File: src/rtl/adc_fm_pkg.sv
// Package: shared constants and the command byte layout of the serial ADC frame master.
package adc_fm_pkg;
    localparam int FRAME_BITS = 16;
    localparam int CMD_BITS   = 8;
    localparam int RES_BITS   = 12;
    localparam int HDR_BITS   = FRAME_BITS - RES_BITS;
    localparam int CNT_W      = $clog2(FRAME_BITS);

    typedef enum logic {
        SEQ_GAP   = 1'b0,
        SEQ_FRAME = 1'b1
    } seq_state_t;

    // Command byte, MSB first on the wire; positions are decoded by the converter.
    typedef struct packed {
        logic       spare;    // bit 7, sent as 0
        logic       zero_hi;  // bit 6, must be 0
        logic       ref_off;  // bit 5
        logic       dual;     // bit 4
        logic       chan;     // bit 3
        logic       zero_lo;  // bit 2, must be 0
        logic [1:0] pm;       // bits 1:0
    } cmd_byte_t;
endpackage

File: src/rtl/adc_fm_cmd.sv
// Module: builds the command byte from the configuration and keeps the
// auto-alternate channel toggle.
// Assumes: configuration is stable while a frame is loaded (st_load).
module adc_fm_cmd
    import adc_fm_pkg::*;
(
    input  logic      clk,
    input  logic      rst_n,
    input  logic      st_load,
    input  logic      cfg_ref_off,
    input  logic      cfg_dual,
    input  logic      cfg_chan,
    input  logic      cfg_alt,
    input  logic [1:0] cfg_pm,
    output cmd_byte_t cmd,
    output logic      ch_sel
);
    logic alt_tog;

    // Channel choice: forced 0 in single mode, toggle or fixed in dual mode.
    always_comb begin
        if (!cfg_dual)
            ch_sel = 1'b0;
        else if (cfg_alt)
            ch_sel = alt_tog;
        else
            ch_sel = cfg_chan;
    end

    // Command byte assembly; dual mode forces the reference off.
    always_comb begin
        cmd.spare   = 1'b0;
        cmd.zero_hi = 1'b0;
        cmd.ref_off = cfg_ref_off | cfg_dual;
        cmd.dual    = cfg_dual;
        cmd.chan    = ch_sel;
        cmd.zero_lo = 1'b0;
        cmd.pm      = cfg_pm;
    end

    // Alternate toggle flips once per frame sent in dual alternate mode.
    always_ff @(posedge clk) begin
        if (!rst_n)
            alt_tog <= 1'b0;
        else if (st_load && cfg_dual && cfg_alt)
            alt_tog <= ~alt_tog;
    end
endmodule

File: src/rtl/adc_fm_seq.sv
// Module: frame sequencer. Divides the system clock into the serial clock,
// holds select low for one frame and enforces the idle gap.
// Assumes: half_div and gap_cycles only change while select is high.
module adc_fm_seq
    import adc_fm_pkg::*;
#(
    parameter int DIV_W = 8,
    parameter int GAP_W = 8
) (
    input  logic             clk,
    input  logic             rst_n,
    input  logic             run,
    input  logic [DIV_W-1:0] half_div,
    input  logic [GAP_W-1:0] gap_cycles,
    output logic             ser_clk,
    output logic             ser_sel_n,
    output logic             st_load,
    output logic             st_rise,
    output logic             st_fall,
    output logic             st_done
);
    seq_state_t       state;
    logic [DIV_W-1:0] half_cnt;
    logic [DIV_W-1:0] half_eff;
    logic [CNT_W-1:0] bit_cnt;
    logic [GAP_W-1:0] gap_cnt;
    logic             half_last;

    // Effective half period and end-of-half detection.
    always_comb begin
        half_eff  = (half_div == '0) ? DIV_W'(1) : half_div;
        half_last = (half_cnt == half_eff - DIV_W'(1));
    end

    // Strobes for the datapath: frame load, serial rising and falling edges, frame end.
    always_comb begin
        st_load = (state == SEQ_GAP) && (gap_cnt >= gap_cycles) && run;
        st_rise = (state == SEQ_FRAME) && half_last && !ser_clk;
        st_fall = (state == SEQ_FRAME) && half_last && ser_clk;
        st_done = st_fall && (bit_cnt == CNT_W'(FRAME_BITS - 1));
    end

    // Sequencer state, divider, bit counter and gap counter.
    always_ff @(posedge clk) begin
        if (!rst_n) begin
            state     <= SEQ_GAP;
            half_cnt  <= '0;
            bit_cnt   <= '0;
            gap_cnt   <= '0;
            ser_clk   <= 1'b0;
            ser_sel_n <= 1'b1;
        end else begin
            case (state)
                SEQ_GAP: begin
                    if (st_load) begin
                        state     <= SEQ_FRAME;
                        ser_sel_n <= 1'b0;
                        half_cnt  <= '0;
                        bit_cnt   <= '0;
                        ser_clk   <= 1'b0;
                    end else if (gap_cnt != '1) begin
                        gap_cnt <= gap_cnt + GAP_W'(1);
                    end
                end
                default: begin
                    if (half_last) begin
                        half_cnt <= '0;
                        ser_clk  <= ~ser_clk;
                        if (ser_clk) begin
                            bit_cnt <= bit_cnt + CNT_W'(1);
                            if (st_done) begin
                                state     <= SEQ_GAP;
                                ser_sel_n <= 1'b1;
                                gap_cnt   <= '0;
                            end
                        end
                    end else begin
                        half_cnt <= half_cnt + DIV_W'(1);
                    end
                end
            endcase
        end
    end
endmodule

File: src/rtl/adc_fm_shift.sv
// Module: serial datapath. Shifts the command byte out, captures the returned
// word, tags results with the pipelined channel and flags stale or bad words.
// Assumes: strobes come from adc_fm_seq and are mutually consistent.
module adc_fm_shift
    import adc_fm_pkg::*;
(
    input  logic                clk,
    input  logic                rst_n,
    input  logic                st_load,
    input  logic                st_rise,
    input  logic                st_fall,
    input  logic                st_done,
    input  cmd_byte_t           cmd,
    input  logic                ch_sel,
    input  logic                ser_miso,
    output logic                ser_mosi,
    output logic                res_valid,
    output logic [RES_BITS-1:0] res_data,
    output logic                res_chan,
    output logic                res_stale,
    output logic                res_err
);
    logic [CMD_BITS-1:0]   tx_sr;
    logic [FRAME_BITS-1:0] rx_sr;
    logic                  ch_now;
    logic                  ch_prev;
    logic                  first_now;
    logic                  seen_any;

    assign ser_mosi = tx_sr[CMD_BITS-1];

    // Transmit shifter: load at frame start, shift on falling serial edges.
    always_ff @(posedge clk) begin
        if (!rst_n)
            tx_sr <= '0;
        else if (st_load)
            tx_sr <= cmd;
        else if (st_fall)
            tx_sr <= {tx_sr[CMD_BITS-2:0], 1'b0};
    end

    // Receive shifter: capture the converter's bit on rising serial edges.
    always_ff @(posedge clk) begin
        if (!rst_n)
            rx_sr <= '0;
        else if (st_load)
            rx_sr <= '0;
        else if (st_rise)
            rx_sr <= {rx_sr[FRAME_BITS-2:0], ser_miso};
    end

    // Channel pipeline and first-frame marker, advanced once per frame.
    always_ff @(posedge clk) begin
        if (!rst_n) begin
            ch_now    <= 1'b0;
            ch_prev   <= 1'b0;
            first_now <= 1'b0;
            seen_any  <= 1'b0;
        end else if (st_load) begin
            ch_prev   <= ch_now;
            ch_now    <= ch_sel;
            first_now <= ~seen_any;
            seen_any  <= 1'b1;
        end
    end

    // Result register and one-cycle strobe at frame end.
    always_ff @(posedge clk) begin
        if (!rst_n) begin
            res_valid <= 1'b0;
            res_data  <= '0;
            res_chan  <= 1'b0;
            res_stale <= 1'b0;
            res_err   <= 1'b0;
        end else begin
            res_valid <= st_done;
            if (st_done) begin
                res_data  <= rx_sr[RES_BITS-1:0];
                res_err   <= |rx_sr[FRAME_BITS-1:RES_BITS];
                res_chan  <= ch_prev;
                res_stale <= first_now;
            end
        end
    end

    AST_FIXED_ZEROS: assert property (@(posedge clk) disable iff (!rst_n)
        $past(st_load) |-> (tx_sr[7:6] == 2'b00 && !tx_sr[2]));
    AST_SINGLE_CHAN: assert property (@(posedge clk) disable iff (!rst_n)
        ($past(st_load) && !tx_sr[4]) |-> !tx_sr[3]);
endmodule

File: src/rtl/adc_frame_master.sv
// Module: top of the serial ADC frame master. Wires the sequencer, command
// builder and datapath; holds the cross-module assertions.
// Assumes: configuration, half_div and gap_cycles change only between frames.
module adc_frame_master
    import adc_fm_pkg::*;
#(
    parameter int DIV_W = 8,
    parameter int GAP_W = 8
) (
    input  logic             clk,
    input  logic             rst_n,
    input  logic             run,
    input  logic [DIV_W-1:0] half_div,
    input  logic [GAP_W-1:0] gap_cycles,
    input  logic             cfg_ref_off,
    input  logic             cfg_dual,
    input  logic             cfg_chan,
    input  logic             cfg_alt,
    input  logic [1:0]       cfg_pm,
    output logic             ser_clk,
    output logic             ser_sel_n,
    output logic             ser_mosi,
    input  logic             ser_miso,
    output logic             res_valid,
    output logic [11:0]      res_data,
    output logic             res_chan,
    output logic             res_stale,
    output logic             res_err
);
    logic      st_load, st_rise, st_fall, st_done;
    cmd_byte_t cmd;
    logic      ch_sel;

    adc_fm_seq #(.DIV_W(DIV_W), .GAP_W(GAP_W)) u_seq (
        .clk(clk), .rst_n(rst_n), .run(run), .half_div(half_div),
        .gap_cycles(gap_cycles), .ser_clk(ser_clk), .ser_sel_n(ser_sel_n),
        .st_load(st_load), .st_rise(st_rise), .st_fall(st_fall), .st_done(st_done)
    );

    adc_fm_cmd u_cmd (
        .clk(clk), .rst_n(rst_n), .st_load(st_load), .cfg_ref_off(cfg_ref_off),
        .cfg_dual(cfg_dual), .cfg_chan(cfg_chan), .cfg_alt(cfg_alt),
        .cfg_pm(cfg_pm), .cmd(cmd), .ch_sel(ch_sel)
    );

    adc_fm_shift u_shift (
        .clk(clk), .rst_n(rst_n), .st_load(st_load), .st_rise(st_rise),
        .st_fall(st_fall), .st_done(st_done), .cmd(cmd), .ch_sel(ch_sel),
        .ser_miso(ser_miso), .ser_mosi(ser_mosi), .res_valid(res_valid),
        .res_data(res_data), .res_chan(res_chan), .res_stale(res_stale),
        .res_err(res_err)
    );

    // Checker counters: serial rising edges per frame and select-high run length.
    logic [CNT_W:0] rise_cnt;
    logic [GAP_W:0] hi_cnt;

    always_ff @(posedge clk) begin
        if (!rst_n)
            rise_cnt <= '0;
        else if (st_load)
            rise_cnt <= '0;
        else if (st_rise)
            rise_cnt <= rise_cnt + (CNT_W+1)'(1);
    end

    always_ff @(posedge clk) begin
        if (!rst_n)
            hi_cnt <= '0;
        else if (!ser_sel_n)
            hi_cnt <= '0;
        else if (hi_cnt != '1)
            hi_cnt <= hi_cnt + (GAP_W+1)'(1);
    end

    AST_CLK_IDLE_LOW: assert property (@(posedge clk) disable iff (!rst_n)
        ser_sel_n |-> !ser_clk);
    AST_SIXTEEN_RISES: assert property (@(posedge clk) disable iff (!rst_n)
        $rose(ser_sel_n) |-> (rise_cnt == (CNT_W+1)'(FRAME_BITS)));
    AST_MOSI_STABLE: assert property (@(posedge clk) disable iff (!rst_n)
        (ser_clk && !ser_sel_n) |-> $stable(ser_mosi));
    AST_MOSI_QUIET: assert property (@(posedge clk) disable iff (!rst_n)
        ser_sel_n |-> !ser_mosi);
    AST_VALID_AT_END: assert property (@(posedge clk) disable iff (!rst_n)
        res_valid |-> $rose(ser_sel_n));
    AST_VALID_PULSE: assert property (@(posedge clk) disable iff (!rst_n)
        res_valid |=> !res_valid);
    AST_GAP_MIN: assert property (@(posedge clk) disable iff (!rst_n)
        $fell(ser_sel_n) |-> (hi_cnt > {1'b0, gap_cycles}));
endmodule

File: config.mk
export PLATFORM = sky130hd
export DESIGN_NAME = adc_frame_master
export DESIGN_NICKNAME = d
export VERILOG_FILES = /design/src/rtl/adc_fm_pkg.sv /design/src/rtl/adc_fm_cmd.sv /design/src/rtl/adc_fm_seq.sv /design/src/rtl/adc_fm_shift.sv /design/src/rtl/adc_frame_master.sv
export SDC_FILE = /design/constraint.sdc
export NUM_CORES = 1
export LEC_CHECK = 0
export CORE_ASPECT_RATIO = 0.9
export CORE_UTILIZATION = 54
export DETAILED_ROUTE_END_ITERATION = 8
export PLACE_DENSITY = 0.83
export SLEW_MARGIN = 20
export SYNTH_ARGS = -nofsm -noshare
export SYNTH_HDL_FRONTEND = slang
export SYNTH_SLANG_ARGS = --single-unit
File: constraint.sdc
create_clock -name clk -period 4.3 [get_ports clk]
set_input_delay 1.29 -clock clk [delete_from_list [all_inputs] [get_ports clk]]
set_output_delay 1.29 -clock clk [all_outputs]
set_load 0.01 [all_outputs]
==> results.toml, run 1 <==
[timing]
skew_ns = 0.00802
relSlewSlack_pct = 65.5
slew_violations = 0
setup_viol = 0
period_needed_ns = 4.02
setup_tns_ns = 0
hold_viol = 0
fin_crit_sh_pct = 93.4
worst_pin_slew_ns = 0.518
rsz0062_at_grt = "no"
fmax_mhz = 249

[setup_path]
crit_arrival_ns = 4.27
critPathLaunchType = "input pin"
worstPathRequired_ns = 4.55
crit_fanout = 12
rrSetupSlack_ns = 1.83
worstSetupPathType = "in2reg"
cp-end-kind = "flop"

[logic_synthesis]
synth-seq-cells = 68
synth.area.top_cells = "dfxtp_1 42%, mux2i_1 8.6%, nand2_1 5.4%, a21oi_1 5.1%, ha_1 4.6%"
netlist_instances = 368
synthesis.nets = 406
yosys.area.top_type = "dfxtp_1"
ys.flop_type = "dfxtp_1"
synth_edf_count = 0
synth_warnings = 0
synthDistinctLibCells = 54
synth_area_per_cell_um2 = 8.84
yosysSeqAreaShare_pct = 41.9
netlist_area_um2 = 3250
synthArstFlopShare_pct = 0
synth_top_area_share_pct = 41.9

[placement]
port_buffers = 44
dp_hpwl_um = 5140
place_inst = 482
place_congestion = 0.848
post_dp_cell_area_um2 = 3830

[run_status]
violations = "DRC"
status = "finished with violations"

[cts]
clockRootBuffer = "clkbuf_8"
cts_tree = "yes"
clock_path_buffers = 2
post_cts_buffers = 0
ctsResizeCount = 0
clkSinkCount = 68
ctsHoldBuffers = 0
clk_latency_ns = 0.34
clk_pin_slew_ns = 0.07
cts_made_buffers = 9
cts_htree_levels = 3

[global_route]
antenna_found_initial = 0
gr-total-overflow = 0
met1_usage_pct = 28.9
grt.total_usage_pct = 23.2
met2_usage_pct = 39.4
busiest_layer = "met2"
use_met3_pct = 7.15
grt_pass1_vias = 2558
grt_pass1_wl_um = 11500
grt_max_degree = 25

[drt]
wire_per_inst_um = 14.3
antenna_left = 0
drc_errors = 5
wl_um = 7080
dr.pass1.iters = 9
via_per_inst = 5.66
vias = 2811
drt_iter0_markers = 139

[floorplanning]
die_h_um = 75.6
top_level_ports = 45
die_area_um2 = 6340
fp.dieW_um = 83.8
start_util_pct = 56.5
core_area_um2 = 5760
num_rows = 26

[power]
power.leakage_nw = 1.68
power_density_nw_per_um2 = 293
total_power_w = 0.00117
irDropWorstVdd_mv = 0.274

[job]
drv_cap = 0

[hold_path]
hp-class = "reg2reg"

[final_layout]
register_area_um2 = 1360
n_antenna_cell = 0
syn2layout_area_growth_pct = 22.8
final_nets = 461
drive_above_1_share_pct = 10.8
final_cell_area_um2 = 3990
final_cells = 497
multi_input_area_um2 = 1750
fill_cells = 465
-- worst max-delay path, stage by stage --
cell and delay (ns):
clkdlybuf4s50_1 0.43, nor4_1 0.35, a21oi_1 0.15, ha_1 0.26
xor3_1 0.36, nor2_1 0.11, o211ai_1 0.21, nor3_4 0.30
buf_4 0.18, nand2_2 0.06, buf_4 0.19, mux2i_1 0.13
a211oi_1 0.24
-- per-layer routing --
layer | wire length [µm] | up-vias | share of wire, %
li1 | - | 1408 | -
met1 | 3330 | 1338 | 47
met2 | 3380 | 59 | 48
met3 | 310 | 6 | 4.4
met4 | 59 | 0 | 0.83
met5 | 0 | - | 0
-- cell usage after synthesis (all sizes together), types with 2 or more instances --
cell    instances
a311oi          2
or2             3
a211oi         10
buf             6
nand2          48
clkbuf         11
inv            14
dfxtp          68
nand3          13
a21o            2
or3             8
nand3b          2
xor2            4
a41oi           2
nand2b          5
nor4            4
o31ai           3
o211a           4
ha             12
nand4           3
xnor2           6
mux2i          28
nor2           36
nor3            9
o21ai           6
o211ai          2
and2            3
a21oi          33
and3            5
-- through the flow --
step	util, %	worst slack [ns]	hold WS [ns]
final	69.4	0.284	0.452
after global routing	69.4	0.0993	0.481
after CTS	69.4	0.271	0.454
after detailed placement	66.5	-0.0676	0.444
after global placement	66.5	0.125	0.424
after floorplan	-	0.597	0.414
-- path summary, 6_finish.rpt --
kind / start / end / cells after the start
setup / recovery: half_div[3] / u_shift.tx_sr[1] / 13
hold / removal: u_shift.res_data[7] / u_shift.res_data[7] / 2
setup reg to reg: u_seq.gap_cnt[0] / u_seq.gap_cnt[3] / 10
hold reg to reg: u_shift.res_data[7] / u_shift.res_data[7] / 2
-- power by group --
part,internal (W),leakage (nW),total (W),switching [W]
registers,0.000633,0.548,0.000637,0.00000479
clock network,0.000205,0.0811,0.000444,0.000239
logic,0.0000458,1.05,0.0000891,0.0000433
-- cell families (layout without fill, tap and decap cells) --
family / after synthesis / after routing / share of synthesized area, %
flip-flops: 68 / 68 / 41.9
XOR/XNOR: 11 / 11 / 3.42
buffers and inverters: 31 / 90 / 4.46
AND/OR/NAND/NOR: 142 / 142 / 21.2
adder cells (fa/ha/maj): 12 / 12 / 4.62
multiplexers: 29 / 29 / 8.96
AO/OA/AOI/OAI: 75 / 75 / 15.5
-- state kept, by name, indices dropped and copies added, names as in the netlist, 4 cells and up --
signal,cells
u_shift.res_data,12
u_seq.gap_cnt,8
u_seq.half_cnt,8
u_shift.tx_sr,8
u_seq.bit_cnt,4
u_shift.rx_sr,16
-- layout make-up --
class / count / share of cell area [%]
clock buffer: 9 / 3.10
multi-input combinational: 269 / 43.7
inverter: 14 / 1.32
clock inverter: 6 / 1.07
tap: 70 / 2.19
timing repair buffer: 61 / 14.5
sequential: 68 / 34.1
-- cells in the final DEF (no fill, tap or decap), types with 3 or more instances in the layout --
master and n:
ha_1 12, o31ai_1 3, and2_1 3, nand2_1 47
a21oi_1 33, and3_1 5, nand3_1 13, a211oi_1 9
nor2_1 36, xnor2_1 6, nand4_1 3, dfxtp_1 68
o211a_1 4, o21ai_0 5, nor3_1 8, mux2i_1 28
xor2_1 4, inv_1 14, clkbuf_8 9, nand2b_1 4
clkdlybuf4s50_1 44, or3_1 8, buf_4 16
Note: power is estimated with default switching activity, not from simulation.
==> run 2, diff against run 1 <==
--- a/config.mk
+++ b/config.mk
@@ -7,6 +7,7 @@
 export LEC_CHECK = 0
 export CORE_ASPECT_RATIO = 0.9
 export CORE_UTILIZATION = 54
+export CTS_BUF_LIST = sky130_fd_sc_hd__clkbuf_16
 export DETAILED_ROUTE_END_ITERATION = 8
 export PLACE_DENSITY = 0.83
 export SLEW_MARGIN = 20
==> run 2 against run 1 <==
  * The flow still finishes with violations (DRC)
  * Non-clock buffer count unchanged
  * Sequential share of layout area down 0.84 points
  * Highest routed layer unchanged
  * Clock skew down 0.00073 ns
  * Largest power group is now clock
  * First-iteration DRC count up 1.4%
==> results.toml, run 2 (synthesis gave the netlist of run 1 again) <==
[power]
irDropWorstVdd_mv = 0.233
power.leakage_nw = 1.72
power_density_nw_per_um2 = 338

[setup_path]
worstPathRequired_ns = 4.54
cp_common_cell = "buf_4"
r2r_end = "u_seq.gap_cnt[3]"
crit_arrival_ns = 4.25
rrSetupSlack_ns = 1.81
r2r-start = "u_seq.gap_cnt[0]"
crit_slowest_cell = "clkdlybuf4s50_1"
critPathMaxStageDelay_ns = 0.43
worstSetupPathType = "in2reg"
critPathLaunchType = "input pin"
ff2ff_path_depth = 10
cp-end-kind = "flop"
crit_fanout = 12
worstPathCellList = "clkdlybuf4s50_1 > nor4_1 > a21oi_1 > ha_1 > xor3_1 > nor2_1 > o211ai_1 > nor3_4 > buf_4 > nand2_2 > buf_4 > mux2i_1 > a211oi_1"
cp_num_buf_inv = 3
cpLargestDelayFamily = "buffers and inverters"

[cts]
clock_path_buffers = 2
clk_pin_slew_ns = 0.06
cts_htree_levels = 3
clockRootBuffer = "clkbuf_16"
ctsResizeCount = 0
clkSinkCount = 68
post_cts_buffers = 0
ctsHoldBuffers = 0
clk_latency_ns = 0.33
cts_made_buffers = 9
cts_tree = "yes"

[global_route]
grt_max_degree = 25
gr-total-overflow = 0
grt_pass1_wl_um = 11900
antenna_found_initial = 0
grt_pass1_vias = 2597
grt.total_usage_pct = 24.1

[floorplanning]
top_level_ports = 45
start_util_pct = 56.5
die_h_um = 75.6
die_area_um2 = 6340
num_rows = 26
core_area_um2 = 5760
fp.dieW_um = 83.8

[job]
drv_cap = 0

[run_status]
violations = "DRC"
status = "finished with violations"

[hold_path]
hp-class = "reg2reg"
whs_path_depth = 2
hold_path_end = "u_shift.res_data[7]"
hp-start = "u_shift.res_data[7]"

[drt]
dr.max_layer_used = "met4"
drt_iter0_markers = 141
wl_met2_um = 3610
wirelength_met1_um = 3390
wl_um = 7450
dr.pass1.iters = 6
antenna_left = 0
drc_errors = 5
wl_met3_um = 312
via_per_inst = 5.73
vias = 2849
wire_per_inst_um = 15.0

[timing]
setup_viol = 0
rsz0062_at_grt = "no"
fmax_mhz = 249
hold_viol = 0
worst_pin_slew_ns = 0.528
period_needed_ns = 4.01
relSlewSlack_pct = 64.7
slew_violations = 0
fin_crit_sh_pct = 93.4
skew_ns = 0.00729
setup_tns_ns = 0

[placement]
dp_hpwl_um = 5140
place_congestion = 0.848
port_buffers = 44

[final_layout]
final_common_cell = "dfxtp_1"
largest_register_ffs = 16
syn2layout_area_growth_pct = 25.9
layout_common_cells = "68 x dfxtp_1, 47 x nand2_1, 44 x clkdlybuf4s50_1"
n_antenna_cell = 0
drive_above_1_share_pct = 10.8
max_flop_register = "u_shift.rx_sr"
final_nets = 461
largestRegisters = "u_shift.rx_sr (16), u_shift.res_data (12)"
final_util_pct = 71.1
## run 2: layout make-up
type                       count  area (µm²)
fill                         437        1660
multi-input combinational    269        1750
sequential                    68        1360
clock buffer                   9         225
inverter                      14        52.6
timing repair buffer          61         581
clock inverter                 6        42.5
tap                           70        87.6
## run 2: power by group
group | internal [W] | switching, W
Combinational | 0.0000459 | 0.0000442
Clock | 0.000386 | 0.000270
Sequential | 0.000634 | 0.00000494
Total | 0.00107 | 0.000319
## run 2: worst max-delay path by stage
stage	startpoint	endpoint	slack, ns	cells after the start
final	half_div[3]	u_shift.tx_sr[1]	0.29	13
after global routing	half_div[3]	u_shift.tx_sr[4]	0.08	13
after global placement	half_div[1]	u_shift.tx_sr[4]	0.12	13
after floorplan	half_div[1]	u_seq.half_cnt[7]	0.60	11
after CTS	half_div[3]	u_shift.tx_sr[1]	0.24	13
after detailed placement	half_div[3]	u_shift.tx_sr[4]	-0.07	13
## run 2: worst min-delay path, stage by stage (launching register included)
cell and delay (ns):
dfxtp_1 0.31, nand2_1 0.05, a21oi_1 0.05
## run 2: metrics by stage
stage                     setup WS [ns]  hold slack, ns  cell area (µm²)  power, W  std cells
after floorplan                   0.597           0.414             3250  0.000696        368
after global routing             0.0752           0.477             4100   0.00143        497
final                             0.285           0.451             4100   0.00138        497
after detailed placement        -0.0676           0.444             3830  0.000740        482
after CTS                         0.244           0.451             4100   0.00139        497
after global placement            0.125           0.424             3830  0.000737        482
## run 2: per-layer routing
layer	track usage, %	up-vias
met5	0	-
met4	9.39	0
met3	5.85	15
met2	41.9	71
met1	29.6	1360
li1	-	1403
